## config.mk

```make
export PLATFORM = sky130hd
export DESIGN_NAME = spi_regif
export DESIGN_NICKNAME = d
export VERILOG_FILES = /design/src/rtl/spi_regif_pkg.sv /design/src/rtl/spi_regif_sync.sv /design/src/rtl/spi_regif_shift.sv /design/src/rtl/spi_regif_frame.sv /design/src/rtl/spi_regif.sv
export SDC_FILE = /design/constraint.sdc
export NUM_CORES = 1
export LEC_CHECK = 0
export ABC_CLOCK_PERIOD_IN_PS = 3930
export CAP_MARGIN = 20
export CORE_MARGIN = 2
export CORE_UTILIZATION = 30
export CTS_BUF_LIST = sky130_fd_sc_hd__clkbuf_2 sky130_fd_sc_hd__clkbuf_4 sky130_fd_sc_hd__clkbuf_8
export CTS_CLUSTER_DIAMETER = 150
export DETAILED_ROUTE_END_ITERATION = 10
export DONT_BUFFER_PORTS = 1
export GPL_TIMING_DRIVEN = 1
export PLACE_DENSITY_LB_ADDON = 0.05
export SLEW_MARGIN = 20
export SYNTH_ARGS = -nofsm -noshare
export SYNTH_HDL_FRONTEND = slang
export SYNTH_HIERARCHICAL = 1
export SYNTH_SLANG_ARGS = --single-unit
```

## constraint.sdc

```tcl
create_clock -name clk -period 3.93 [get_ports clk]
set_clock_uncertainty 0.05 [all_clocks]
set_input_delay 0.1965 -clock clk [delete_from_list [all_inputs] [get_ports clk]]
set_output_delay 0.1965 -clock clk [all_outputs]
set_load 0.1 [all_outputs]
```

## src/rtl/spi_regif_pkg.sv

```systemverilog
package spi_regif_pkg;

  localparam int WORD_W = 16;
  localparam int BYTE_W = 8;
  localparam int RESP_W = 2 * WORD_W;

  // Command kind, decoded from command bits {7,6}
  typedef enum logic [1:0] {
    CMD_NONE   = 2'b00,
    CMD_WRITE  = 2'b01,
    CMD_READ   = 2'b10,
    CMD_STATUS = 2'b11
  } cmd_e;

  // Position of the next byte within a frame
  typedef enum logic [2:0] {
    SLOT_CMD,
    SLOT_ADDR_HI,
    SLOT_ADDR_LO,
    SLOT_DATA_HI,
    SLOT_DATA_LO,
    SLOT_TAIL
  } slot_e;

endpackage

```

## src/rtl/spi_regif_sync.sv

```systemverilog
module spi_regif_sync #(
  parameter int              WIDTH   = 3,
  parameter int              STAGES  = 2,
  parameter logic [WIDTH-1:0] RST_VAL = '0
) (
  input  logic             clk,
  input  logic             rst_n,
  input  logic [WIDTH-1:0] d_in,
  output logic [WIDTH-1:0] d_out
);

  logic [STAGES-1:0][WIDTH-1:0] chain_q;

  always_ff @(posedge clk or negedge rst_n) begin
    if (!rst_n) begin
      for (int s = 0; s < STAGES; s++) chain_q[s] <= RST_VAL;
    end else begin
      chain_q[0] <= d_in;
      for (int s = 1; s < STAGES; s++) chain_q[s] <= chain_q[s-1];
    end
  end

  assign d_out = chain_q[STAGES-1];

endmodule

```

## src/rtl/spi_regif_shift.sv

```systemverilog
module spi_regif_shift
  import spi_regif_pkg::*;
(
  input  logic              clk,
  input  logic              rst_n,
  input  logic              sclk_s,
  input  logic              mosi_s,
  input  logic              cs_idle,
  input  logic              tx_load,
  input  logic [RESP_W-1:0] tx_word,
  output logic              byte_done,
  output logic [BYTE_W-1:0] rx_byte,
  output logic              miso
);

  logic              sclk_d;
  logic [2:0]        bit_cnt_q, bit_cnt_d;
  logic [BYTE_W-2:0] rx_sr_q, rx_sr_d;
  logic [RESP_W-1:0] tx_sr_q, tx_sr_d;
  logic              miso_q, miso_d;
  logic              done_q, done_d;
  logic [BYTE_W-1:0] byte_q, byte_d;
  logic              rise, fall;

  assign rise = sclk_s & ~sclk_d;
  assign fall = ~sclk_s & sclk_d;

  always_comb begin
    bit_cnt_d = bit_cnt_q;
    rx_sr_d   = rx_sr_q;
    tx_sr_d   = tx_sr_q;
    miso_d    = miso_q;
    done_d    = 1'b0;
    byte_d    = byte_q;
    if (cs_idle) begin
      bit_cnt_d = '0;
      tx_sr_d   = '0;
      miso_d    = 1'b0;
    end else begin
      if (rise) begin
        rx_sr_d   = {rx_sr_q[BYTE_W-3:0], mosi_s};
        bit_cnt_d = bit_cnt_q + 3'd1;
        if (bit_cnt_q == 3'd7) begin
          done_d = 1'b1;
          byte_d = {rx_sr_q, mosi_s};
        end
      end
      if (fall) begin
        miso_d  = tx_sr_q[RESP_W-1];
        tx_sr_d = {tx_sr_q[RESP_W-2:0], 1'b0};
      end
      if (tx_load) tx_sr_d = tx_word;
    end
  end

  always_ff @(posedge clk or negedge rst_n) begin
    if (!rst_n) begin
      sclk_d    <= 1'b0;
      bit_cnt_q <= '0;
      rx_sr_q   <= '0;
      tx_sr_q   <= '0;
      miso_q    <= 1'b0;
      done_q    <= 1'b0;
      byte_q    <= '0;
    end else begin
      sclk_d    <= sclk_s;
      bit_cnt_q <= bit_cnt_d;
      rx_sr_q   <= rx_sr_d;
      tx_sr_q   <= tx_sr_d;
      miso_q    <= miso_d;
      done_q    <= done_d;
      byte_q    <= byte_d;
    end
  end

  assign byte_done = done_q;
  assign rx_byte   = byte_q;
  assign miso      = miso_q;

  // output stays low across an idle chip select
  assert_idle_miso_R8: assert property (@(posedge clk) disable iff (!rst_n)
    (cs_idle && $past(cs_idle)) |-> !miso);

  // an ended frame restarts bit counting
  assert_bit_restart_R6: assert property (@(posedge clk) disable iff (!rst_n)
    cs_idle |=> (bit_cnt_q == 3'd0));

endmodule

```

## src/rtl/spi_regif_frame.sv

```systemverilog
module spi_regif_frame
  import spi_regif_pkg::*;
#(
  parameter int              NUM_REGS = 32,
  parameter logic [WORD_W-1:0] ID_VALUE = 16'hC35A,
  localparam int             ADDR_W   = $clog2(NUM_REGS)
) (
  input  logic              clk,
  input  logic              rst_n,
  input  logic              cs_idle,
  input  logic              byte_done,
  input  logic [BYTE_W-1:0] rx_byte,
  input  logic [WORD_W-1:0] reg_rdata,
  output logic              tx_load,
  output logic [RESP_W-1:0] tx_word,
  output logic              reg_we,
  output logic [ADDR_W-1:0] reg_waddr,
  output logic [WORD_W-1:0] reg_wdata,
  output logic [ADDR_W-1:0] reg_raddr
);

  slot_e             slot_q, slot_d;
  cmd_e              cmd_q, cmd_d;
  logic [WORD_W-1:0] addr_q, addr_d;
  logic [BYTE_W-1:0] dhi_q, dhi_d;
  logic [WORD_W-2:0] lat_q, lat_d;
  logic              we_q, we_d;
  logic [ADDR_W-1:0] waddr_q, waddr_d;
  logic [WORD_W-1:0] wdata_q, wdata_d;
  logic              addr_hit, lat_hit;

  assign addr_hit = (addr_q[WORD_W-2:ADDR_W] == '0);
  assign lat_hit  = (lat_q[WORD_W-2:ADDR_W] == '0);

  always_comb begin
    slot_d  = slot_q;
    cmd_d   = cmd_q;
    addr_d  = addr_q;
    dhi_d   = dhi_q;
    lat_d   = lat_q;
    we_d    = 1'b0;
    waddr_d = waddr_q;
    wdata_d = wdata_q;
    if (cs_idle) begin
      slot_d = SLOT_CMD;
    end else if (byte_done) begin
      unique case (slot_q)
        SLOT_CMD: begin
          cmd_d  = cmd_e'(rx_byte[7:6]);
          slot_d = SLOT_ADDR_HI;
        end
        SLOT_ADDR_HI: begin
          addr_d[WORD_W-1:BYTE_W] = rx_byte;
          slot_d = SLOT_ADDR_LO;
        end
        SLOT_ADDR_LO: begin
          addr_d[BYTE_W-1:0] = rx_byte;
          if (cmd_q == CMD_WRITE && !addr_q[WORD_W-1])
            lat_d = {addr_q[WORD_W-2:BYTE_W], rx_byte};
          slot_d = SLOT_DATA_HI;
        end
        SLOT_DATA_HI: begin
          dhi_d  = rx_byte;
          slot_d = SLOT_DATA_LO;
        end
        SLOT_DATA_LO: begin
          if (cmd_q == CMD_WRITE && addr_q[WORD_W-1] && addr_hit) begin
            we_d    = 1'b1;
            waddr_d = addr_q[ADDR_W-1:0];
            wdata_d = {dhi_q, rx_byte};
          end
          slot_d = SLOT_TAIL;
        end
        default: slot_d = SLOT_TAIL;
      endcase
    end
  end

  always_ff @(posedge clk or negedge rst_n) begin
    if (!rst_n) begin
      slot_q  <= SLOT_CMD;
      cmd_q   <= CMD_NONE;
      addr_q  <= '0;
      dhi_q   <= '0;
      lat_q   <= '0;
      we_q    <= 1'b0;
      waddr_q <= '0;
      wdata_q <= '0;
    end else begin
      slot_q  <= slot_d;
      cmd_q   <= cmd_d;
      addr_q  <= addr_d;
      dhi_q   <= dhi_d;
      lat_q   <= lat_d;
      we_q    <= we_d;
      waddr_q <= waddr_d;
      wdata_q <= wdata_d;
    end
  end

  // Response is loaded once the command byte ends with its read flag set
  assign tx_load = !cs_idle && byte_done && (slot_q == SLOT_CMD) && rx_byte[7];
  assign tx_word = rx_byte[6] ? {{WORD_W{1'b0}}, ID_VALUE}
                              : {{WORD_W{1'b0}}, (lat_hit ? reg_rdata : {WORD_W{1'b0}})};

  assign reg_we    = we_q;
  assign reg_waddr = waddr_q;
  assign reg_wdata = wdata_q;
  assign reg_raddr = lat_q[ADDR_W-1:0];

  // a commit lasts exactly one cycle
  assert_we_single_R1: assert property (@(posedge clk) disable iff (!rst_n)
    reg_we |=> !reg_we);

  // a commit only follows bytes received inside an open frame
  assert_we_in_frame_R6: assert property (@(posedge clk) disable iff (!rst_n)
    reg_we |-> $past(!cs_idle));

  // a committing frame leaves the read address alone
  assert_latch_hold_R2: assert property (@(posedge clk) disable iff (!rst_n)
    reg_we |-> $stable(lat_q));

endmodule

```

## src/rtl/spi_regif.sv

```systemverilog
module spi_regif
  import spi_regif_pkg::*;
#(
  parameter int                NUM_REGS    = 32,
  parameter logic [WORD_W-1:0] ID_VALUE    = 16'hC35A,
  parameter int                SYNC_STAGES = 2,
  localparam int               ADDR_W      = $clog2(NUM_REGS)
) (
  input  logic              clk,
  input  logic              rst_n,
  input  logic              spi_sclk,
  input  logic              spi_mosi,
  input  logic              spi_cs_n,
  output logic              spi_miso,
  output logic              reg_we,
  output logic [ADDR_W-1:0] reg_waddr,
  output logic [WORD_W-1:0] reg_wdata,
  output logic [ADDR_W-1:0] reg_raddr,
  input  logic [WORD_W-1:0] reg_rdata
);

  logic [1:0]        rst_pipe_q;
  logic              rst_n_int;
  logic [2:0]        pins_s;
  logic              byte_done, tx_load;
  logic [BYTE_W-1:0] rx_byte;
  logic [RESP_W-1:0] tx_word;

  always_ff @(posedge clk or negedge rst_n) begin
    if (!rst_n) rst_pipe_q <= 2'b00;
    else        rst_pipe_q <= {rst_pipe_q[0], 1'b1};
  end
  assign rst_n_int = rst_pipe_q[1];

  // pins_s = {cs_n, mosi, sclk}
  spi_regif_sync #(
    .WIDTH  (3),
    .STAGES (SYNC_STAGES),
    .RST_VAL(3'b100)
  ) i_sync (
    .clk  (clk),
    .rst_n(rst_n_int),
    .d_in ({spi_cs_n, spi_mosi, spi_sclk}),
    .d_out(pins_s)
  );

  spi_regif_shift i_shift (
    .clk      (clk),
    .rst_n    (rst_n_int),
    .sclk_s   (pins_s[0]),
    .mosi_s   (pins_s[1]),
    .cs_idle  (pins_s[2]),
    .tx_load  (tx_load),
    .tx_word  (tx_word),
    .byte_done(byte_done),
    .rx_byte  (rx_byte),
    .miso     (spi_miso)
  );

  spi_regif_frame #(
    .NUM_REGS(NUM_REGS),
    .ID_VALUE(ID_VALUE)
  ) i_frame (
    .clk      (clk),
    .rst_n    (rst_n_int),
    .cs_idle  (pins_s[2]),
    .byte_done(byte_done),
    .rx_byte  (rx_byte),
    .reg_rdata(reg_rdata),
    .tx_load  (tx_load),
    .tx_word  (tx_word),
    .reg_we   (reg_we),
    .reg_waddr(reg_waddr),
    .reg_wdata(reg_wdata),
    .reg_raddr(reg_raddr)
  );

endmodule

```

==> results of run 1 <==
## synth_stat cells, drive strengths merged
cell type | number | share of area, %
xor2 | 1 | 0.15
a211oi | 1 | 0.13
nand3b | 2 | 0.26
ha | 2 | 0.44
nand2b | 2 | 0.22
nor2b | 1 | 0.11
and2 | 10 | 1.1
nor4 | 4 | 0.81
buf | 38 | 5.5
nand2 | 6 | 0.53
dfrtp | 125 | 55
nor2 | 40 | 2.9
mux2i | 34 | 6.0
nor3b | 1 | 0.33
a21oi | 2 | 0.18
a21o | 9 | 1.2
dfstp | 2 | 0.92
and2b | 2 | 0.28
inv | 1 | 0.066
mux2 | 108 | 22
clkbuf | 4 | 0.26
o21ai | 1 | 0.088
conb | 2 | 0.13
or4 | 2 | 0.26
and3 | 1 | 0.13
and3b | 1 | 0.18
or4b | 3 | 0.59
## how the worst max path moves through the flow
stage               slack (ns)         startpoint                   to
floorplan                 0.08      rst_pipe_q[1]    i_frame/addr_q[0]
finish                    1.31  i_shift/byte_done  i_shift/tx_sr_q[13]
detailed placement        1.28  i_frame/slot_q[0]  i_shift/tx_sr_q[10]
global route              0.96  i_shift/byte_done   i_shift/tx_sr_q[9]
CTS                       1.27  i_shift/byte_done  i_shift/tx_sr_q[13]
global placement          1.32  i_frame/slot_q[0]  i_shift/tx_sr_q[13]
## critical path, stage by stage (launching register included)
cell and delay, ns:
dfrtp_1 0.39, nor2b_1 0.18, nand2_1 0.14, nor2_1 0.20, and2_2 0.59, buf_4 0.38
mux2i_1 0.23, nor2_1 0.05, mux2_2 0.27
## metrics by stage
| step | instance area [um2] | hold slack [ns] |
|---|---|---|
| after floorplan | 5769 | -0.1491 |
| after global placement | 5807 | -0.1490 |
| after detailed placement | 5807 | -0.1490 |
| after CTS | 6261 | 0.06357 |
| after global routing | 6289 | 0.08381 |
| final | 6289 | 0.09426 |
## per-layer routing
layer	up-vias	routed length [um]	GRT usage [%]
li1	1379	-	-
met1	1472	5632	16.36
met2	34	5056	18.15
met3	4	376	4.206
met4	0	88	3.632
met5	-	0	0
## final cells by class
| cell class | instances | area (um2) |
|---|---|---|
| fill | 1842 | 12420 |
| multi-input combinational | 250 | 2266 |
| clock buffer | 21 | 289.0 |
| tap | 234 | 292.8 |
| sequential | 127 | 3184 |
| clock inverter | 11 | 105.1 |
| inverter | 1 | 3.754 |
| timing repair buffer | 15 | 147.6 |
## power by group through the flow
stage	registers [W]	clock network, W	logic [W]
after global routing	0.00138	0.00123	0.000116
after floorplan	0.00140	0	0.0000799
after global placement	0.00141	0	0.0000861
after detailed placement	0.00141	0	0.0000875
final	0.00137	0.00111	0.000102
after CTS	0.00138	0.00117	0.0000928
## flip-flops by register name, summed over array words and instances, names as in the netlist, 2 cells and up
name	flops
i_sync/d_out	3
i_frame/cmd_q	2
i_frame/addr_q	16
rst_pipe_q	2
i_frame/dhi_q	8
i_shift/rx_sr_q	7
i_frame/reg_waddr	5
i_sync/chain_q	3
i_frame/slot_q	3
i_shift/rx_byte	8
i_frame/reg_wdata	16
i_shift/bit_cnt_q	3
i_frame/lat_q	15
i_shift/tx_sr_q	32
## cell families after synthesis
kind of cell    Yosys count
mux                     142
flops                   127
simple gates             75
buf+inv                  43
compound gates           13
fa+ha+maj                 2
other cells               2
xor+xnor                  1
==> metrics.txt, run 1 <==
status=completed; Final nets=435; antenna cells=0; critical path data required time=4.20 ns; worst-skew pair later-pin latency=0.43 ns; Critical Path End Type=register; largest family of logic cells by synthesized area=multiplexers; dpl cells=620; Hold Path Stages=4; vias=2,889; Die Ht=142.0 um; warnings from Yosys=6; final setup fails=0; Comb power frac=4.0%; fraction of layout cells with a size suffix above 1=33.88%; Final Hold Violating Endpoints=0; Synth Instances=405; Max-Cap Viols=0; clk sinks=127; startpoint types=register; peak supply drop=0.0001949 V; critical path fanouts, max=20; Mean Syn Cell Area=14.11 um2; GR Util All Layers=12.05%; net switching power=0.0006257 W; post-synthesis mux area share=28.43%; Slew HR=38.45%; GP Congestion=0.6960; Synth cell types=41; Hold Buf Count CTS=6; Yosys reg bits=127; final slew viol count=0; P_int=0.001963 W; Post-CTS Setup Bufs=0; fmax=382.2 MHz; number of global-route vias before repair=3,112; Tot Pwr=0.002589 W; Hold Crit Class=input pin to register; CTS buffer count=17; most frequent cells in the layout=124 x dfrtp_1, 70 x mux2_2, 39 x nor2_1, 34 x mux2i_1, 21 x clkbuf_8; routed vias/inst=4.384; CTS root buf=clkbuf_8; critical path data arrival time=2.88 ns; die extent in x=142.0 um; Worst Tran Pin Value=0.9233 ns; drc violations=0; Clock transition at path regs=0.08 ns; Setup CP Type=register to register; fin util=33.62%; fin worst setup slack=1.314 ns; clock power share=43.0%; Post-Syn Area=5713 um2; Die Area=20,160 um2; Power Dens Cells=411.7 nW/um2; Layout area overhead=10.07%; pre-CTS WS=1.285 ns; I/O Buffers=0; TritonCTS clock tree=yes; Hold Path Sink=i_shift/tx_sr_q[8]; R2R Path End=i_shift/tx_sr_q[13]; initial antenna violation count=0; htree depth=4; reg-to-reg critical path startpoint=i_shift/byte_done; FP Rows=50; Synth Area in Simple Gates=7.753%; XOR/XNOR share of the synthesized area=0.1533%; DRT antenna net count=0; hpwl dp=7.004 mm; Finished Layout Cells=659; Synth Area in Adders=0.4380%; sw frac=24.17%; CTS resizes=0; drt pass-1 iters=4; hold wc startpoint=reg_rdata[8]; Max Root-Sink Buffers=2; first-pass GRT wire length=18.17 mm; most common cell after layout, fill and taps aside=dfrtp_1; DR iter-0 viols=160; Pleak=3.074 nW; gr ovfl total=0; fin crit period=2.616 ns; Seq/Total Area, Yosys=55.67%; core area=18,710 um2; register share of total power=53.0%; reg2reg setup slack=1.31 ns; pin count of the biggest net entering global routing=79; Tcrit/Tclk final=66.57%; WL final=11.15 mm; Worst Reg-to-Reg Cells=8; setup TNS=0 ns; wire per inst=16.93 um; I/O Pins=49; RSZ-0062 raised after global routing=false; Synth Area in Compound Gates=1.599%; Initial Util=30.54%
Power figures use the tool's default switching activity.
==> run 2: changes to the inputs <==
Settings changed: ABC_AREA from default to 1, ABC_CLOCK_PERIOD_IN_PS 3930 to 2100.
Clock period 3.93 ns to 2.1 ns, I/O delays scaled along.
==> run 2 against run 1 <==
Against the previous run: die area up 2.1%; via count is 54% higher; final cell count grew 56%; final area grew 9.8%; clock power increased by 110%; critical path depth is 2 higher; highest routed layer unchanged.
==> metrics.txt, run 2 <==
critical path fanouts, max=10; fmax=534.6 MHz; Yosys reg bits=127; CTS buffer count=17; final slew viol count=0; Final nets=770; clock power share=46.3%; number of global-route vias before repair=4,346; peak supply drop=0.0003571 V; CTS resizes=0; commonest cells in the netlist=224 x nand2_1, 125 x dfrtp_1, 78 x nand3_1; most frequent cell after synthesis=nand2_1; die extent in x=143.5 um; startpoint types=register; RSZ-0062 raised after global routing=false; Fillers=2,058; critical path data required time=2.37 ns; CTS root buf=clkbuf_8; fin worst setup slack=0.2294 ns; Async SR Flop Fraction=100.0%; DRT antenna net count=0; Max Root-Sink Buffers=2; first-pass GRT wire length=22.80 mm; CP max stage delay=0.53 ns; htree depth=4; CP delay by family, top=simple AND/OR/NAND/NOR gates; cell taking the most area after synthesis=dfrtp_1; CP cell instances=inv_1 > nand2_2 > nor2_4 > nand2_1 > nor2_4 > nor2_4 > nand2_2 > buf_4 > nand3_1 > nand2_1; Final Hold Violating Endpoints=0; Worst Tran Pin Value=0.8633 ns; Tot Pwr=0.005110 W; pin count of the biggest net entering global routing=71; CP most frequent cell=nor2_4; most frequent cells in the layout=224 x nand2_1, 124 x dfrtp_1, 78 x nand3_1, 62 x nor2_1, 51 x inv_1; Seq/Total Area, Yosys=54.48%; GP Congestion=0.7197; routed vias/inst=4.351; Die Area=20,590 um2; Hold Crit Class=input pin to register; Yosys top cell area share=53.58%; fin crit period=1.871 ns; Top FF cell, synth=dfrtp_1; I/O Pins=49; TritonCTS clock tree=yes; critical path data arrival time=2.15 ns; register share of total power=49.3%; Clock transition at path regs=0.07 ns; I/O Buffers=0; WL final=13.70 mm; Post-Syn Area=5838 um2; CP max stage cell=dfstp_2; hpwl dp=8.744 mm; Power Dens Cells=739.7 nW/um2; core area=19,270 um2; Reg with most FFs=i_shift/tx_sr_q; fin util=35.85%; warnings from Yosys=6; Synth Instances=706; DR iter-0 viols=250; fraction of layout cells with a size suffix above 1=13.82%; antenna cells=0; initial antenna violation count=0; P_int=0.003956 W; status=completed; Initial Util=30.29%; final setup fails=0; vias=4,460; Slew HR=42.48%; number of flip-flops in the largest register=32; Setup CP Type=register to register; Synth area leaders=dfrtp_1 54%, nand2_1 14%, nand3_1 6.7%; FP Rows=51; Pleak=3.481 nW; gr ovfl total=0; Synth cell types=25; most common cell after layout, fill and taps aside=nand2_1; Die Ht=143.5 um; worst-skew pair later-pin latency=0.44 ns; sw frac=22.57%; wire per inst=13.36 um; GR Util All Layers=14.28%; net switching power=0.001153 W; Comb power frac=4.5%; Layout area overhead=18.32%; Critical Path End Type=register; drt pass-1 iters=6; CP bufs+invs=2; Max-Cap Viols=0; Tcrit/Tclk final=89.07%; Mean Syn Cell Area=8.269 um2; pre-CTS WS=-0.1869 ns; clk sinks=127; Post-synth EDFFs=0; drc violations=0
==> run 2: cell types whose count changed after synthesis, moves of 8 or more <==
cell     before  now
a21o_1        8    0
o21ai_0       1   20
nand4_1       0   30
mux2_4       18    0
nand2_1       5  224
nor2_1       39   63
mux2_2       70    0
mux2i_1      34    0
and2_1        9    0
nand3_1       0   78
mux2_1       20    0
o21ai_1       0   27
buf_2         3   27
inv_1         1   51
==> run 2: through the flow <==
stage                     hold WS [ns]  cells  TNS (ns)  cell area [um2]
final                          0.02325   1025         0             6908
after detailed placement       -0.2405    971    -4.623             6251
after global placement         -0.2405    971    -3.061             6251
after CTS                     0.001643   1025         0             6908
after floorplan                -0.2406    721         0             5898
after global routing           0.03567   1025         0             6908
==> run 2: worst reg2reg max path, stage by stage, from the launching register on <==
cell and delay [ns]:
dfstp_2 0.53, inv_1 0.04, nand2_2 0.13, nor2_4 0.06, nand2_1 0.17, nor2_4 0.10
nor2_4 0.16, nand2_2 0.16, buf_4 0.22, nand3_1 0.08, nand2_1 0.05
==> run 2: layout make-up <==
class | instances | area [um2] | share of cell area, %
clock buffer | 22 | 284.0 | 4.112
clock inverter | 10 | 158.9 | 2.300
inverter | 56 | 212.7 | 3.079
multi-input combinational | 478 | 2146 | 31.06
sequential | 127 | 3184 | 46.10
tap | 265 | 331.6 | 4.800
timing repair buffer | 67 | 590.6 | 8.549
==> run 2: power groups by stage <==
stage,registers (W),logic (W),clock network (W)
global placement,0.00256,0.000202,0
detailed placement,0.00256,0.000204,0
floorplan,0.00259,0.000137,0
finish,0.00252,0.000227,0.00237
global route,0.00252,0.000260,0.00258
CTS,0.00252,0.000235,0.00247
==> run 2: cell families (layout without fill, tap and decap cells) <==
| family | after synthesis | after routing | synth area share, % |
|---|---|---|---|
| DFF | 127 | 127 | 54.48 |
| buffers and inverters | 117 | 155 | 9.966 |
| AOI/OAI and AO/OA | 47 | 47 | 4.029 |
| and+or+nand+nor | 411 | 412 | 30.97 |
| adders and majority gates | 2 | 2 | 0.4286 |
| other | 2 | 17 | 0.1286 |
==> run 2: metal layers <==
layer	vias to the layer above	share of wire, %	global-route usage [%]
met2	64	47	22.78
met1	2090	49	18.88
met4	0	1.3	4.644
met5	-	0	0
li1	2292	-	-
met3	14	3.4	3.865
==> run 2: path summary, 6_finish.rpt <==
path / start / to / cells past startpoint / slack, ns
worst max-delay path: i_sync/d_out[2] / i_shift/tx_sr_q[23] / 10 / 0.23
worst min-delay path: reg_rdata[1] / i_shift/tx_sr_q[1] / 6 / 0.02
worst max register to register: i_sync/d_out[2] / i_shift/tx_sr_q[23] / 10 / 0.23
worst min register to register: rst_pipe_q[1] / i_sync/d_out[0] / 1 / 0.27
max in group asynchronous: rst_pipe_q[1] / i_sync/d_out[2] / 1 / 1.34
min in group asynchronous: rst_pipe_q[1] / i_sync/d_out[0] / 1 / 0.27
==> run 2: repair_timing <==
| action | CTS | global route |
|---|---|---|
| buffers inserted | 1 | 0 |
| hold buffers | 20 | 0 |
| endpoints found under the setup margin | 32 | 0 |
| hold endpoints to repair | 20 | 0 |
==> run 3: changes to the inputs <==
Settings changed: RECOVER_POWER from default to 100.
==> run 3 against run 2 <==
Against the previous run: die area unchanged; largest power group unchanged; largest cell class unchanged; first-iteration DRC count decreased by 1.2%; combinational power decreased by 4%; count of clock-buffer cells in the layout unchanged.
==> metrics.txt, run 3 (synthesized netlist as in run 2, its figures left out) <==
status=completed; peak supply drop=0.0003580 V; final setup fails=0; Worst Tran Pin Value=1.443 ns; Die Ht=143.5 um; Tcrit/Tclk final=90.19%; DR iter-0 viols=247; routed vias/inst=4.390; Reg with most FFs=i_shift/tx_sr_q; critical path data required time=2.38 ns; Clock transition at path regs=0.07 ns; Layout area overhead=16.12%; final slew viol count=0; WL final=13.70 mm; CTS resizes=0; FP Rows=51; CP max stage delay=0.53 ns; gr ovfl total=0; DRT antenna net count=0; CTS buffer count=17; antenna cells=0; initial antenna violation count=0; htree depth=4; pin count of the biggest net entering global routing=71; most frequent cells in the layout=227 x nand2_1, 124 x dfrtp_1, 78 x nand3_1, 64 x nor2_1, 52 x inv_1; CP cell instances=inv_1 > nand2_2 > nor2_4 > nand2_1 > nor2_4 > nor2_2 > nand2_2 > buf_4 > nand3_1 > nand2_1; vias=4,500; Die Area=20,590 um2; first-pass GRT wire length=22.80 mm; Finished Layout Cells=1,025; Initial Util=30.29%; startpoint types=register; drc violations=0; Tot Pwr=0.005102 W; CTS root buf=clkbuf_8; wire per inst=13.37 um; Slew HR=3.799%; I/O Buffers=0; GP Congestion=0.7197; CP max stage cell=dfstp_2; fin crit period=1.894 ns; Fillers=2,076; core area=19,270 um2; Power Dens Cells=752.6 nW/um2; Critical Path End Type=register; CP delay by family, top=simple AND/OR/NAND/NOR gates; critical path fanouts, max=10; Max Root-Sink Buffers=2; I/O Pins=49; Final nets=770; most common cell after layout, fill and taps aside=nand2_1; CP bufs+invs=2; hpwl dp=8.744 mm; fraction of layout cells with a size suffix above 1=12.63%; fmax=528.0 MHz; Hold Crit Class=input pin to register; number of global-route vias before repair=4,346; Max-Cap Viols=0; GR Util All Layers=14.28%; critical path data arrival time=2.17 ns; Pleak=3.453 nW; TritonCTS clock tree=yes; drt pass-1 iters=4; die extent in x=143.5 um; number of flip-flops in the largest register=32; worst-skew pair later-pin latency=0.44 ns; RSZ-0062 raised after global routing=false; clk sinks=127; dpl cells=971; Final Hold Violating Endpoints=0; Setup CP Type=register to register
## run 3: final timing paths
check,slack (ns),from,cells after the start,to
hold reg to reg,0.30,i_sync/chain_q[0],0,i_sync/d_out[0]
max in group asynchronous,0.42,rst_pipe_q[1],1,i_frame/lat_q[13]
hold / removal,0.02,reg_rdata[1],6,i_shift/tx_sr_q[1]
setup / recovery,0.21,i_sync/d_out[2],10,i_shift/tx_sr_q[23]
setup reg to reg,0.21,i_sync/d_out[2],10,i_shift/tx_sr_q[23]
min in group asynchronous,0.36,rst_n,2,rst_pipe_q[1]
## run 3: worst register-to-register path, stage by stage, from the launching register on
cell and delay, ns:
dfstp_2 0.53, inv_1 0.04, nand2_2 0.12, nor2_4 0.06, nand2_1 0.17, nor2_4 0.10
nor2_2 0.18, nand2_2 0.17, buf_4 0.22, nand3_1 0.08, nand2_1 0.05
## run 3: report_power, final
part           switching (W)  internal [W]  total, W  leakage (nW)
Combinational       0.000151     0.0000674  0.000218          1.49
Sequential         0.0000285       0.00249   0.00252          1.74
Clock               0.000975       0.00139   0.00237         0.223
Total                0.00115       0.00395   0.00510          3.45
## run 3: timing repair
action                                  CTS  global route
hold endpoints to repair                 20             0
buffers inserted                          1             0
endpoints found under the setup margin   32             0
hold buffers                             20             0
## run 3: layer usage
metal  GRT usage, %  vias to the layer above  wire length, um
met5              0                        -                0
met4          4.644                        0              176
met3          3.865                       16              445
li1               -                     2294                -
met1          18.88                     2127             6751
met2          22.78                       63             6330
## run 3: per-stage QoR
step / hold slack, ns / cell area (um2) / util (%) / TNS (ns) / setup slack, ns
final: 0.01781 / 6779 / 35.18 / 0 / 0.2060
after global routing: 0.03567 / 6779 / 35.18 / 0 / 0.02461
after CTS: 0.001643 / 6908 / 35.85 / 0 / 0.2112
after detailed placement: -0.2405 / 6251 / 32.44 / -4.623 / -0.1869
after global placement: -0.2405 / 6251 / 32.44 / -3.061 / -0.1209
after floorplan: -0.2406 / 5898 / - / 0 / 0.3590
## run 3: final cells by class
| cell class | count | area (um2) | share of cell area (%) |
|---|---|---|---|
| clock buffer | 22 | 284.0 | 4.190 |
| multi-input combinational | 478 | 2123 | 31.32 |
| clock inverter | 10 | 158.9 | 2.344 |
| timing repair buffer | 67 | 486.7 | 7.180 |
| sequential | 127 | 3184 | 46.97 |
| tap | 265 | 331.6 | 4.891 |
| inverter | 56 | 210.2 | 3.101 |
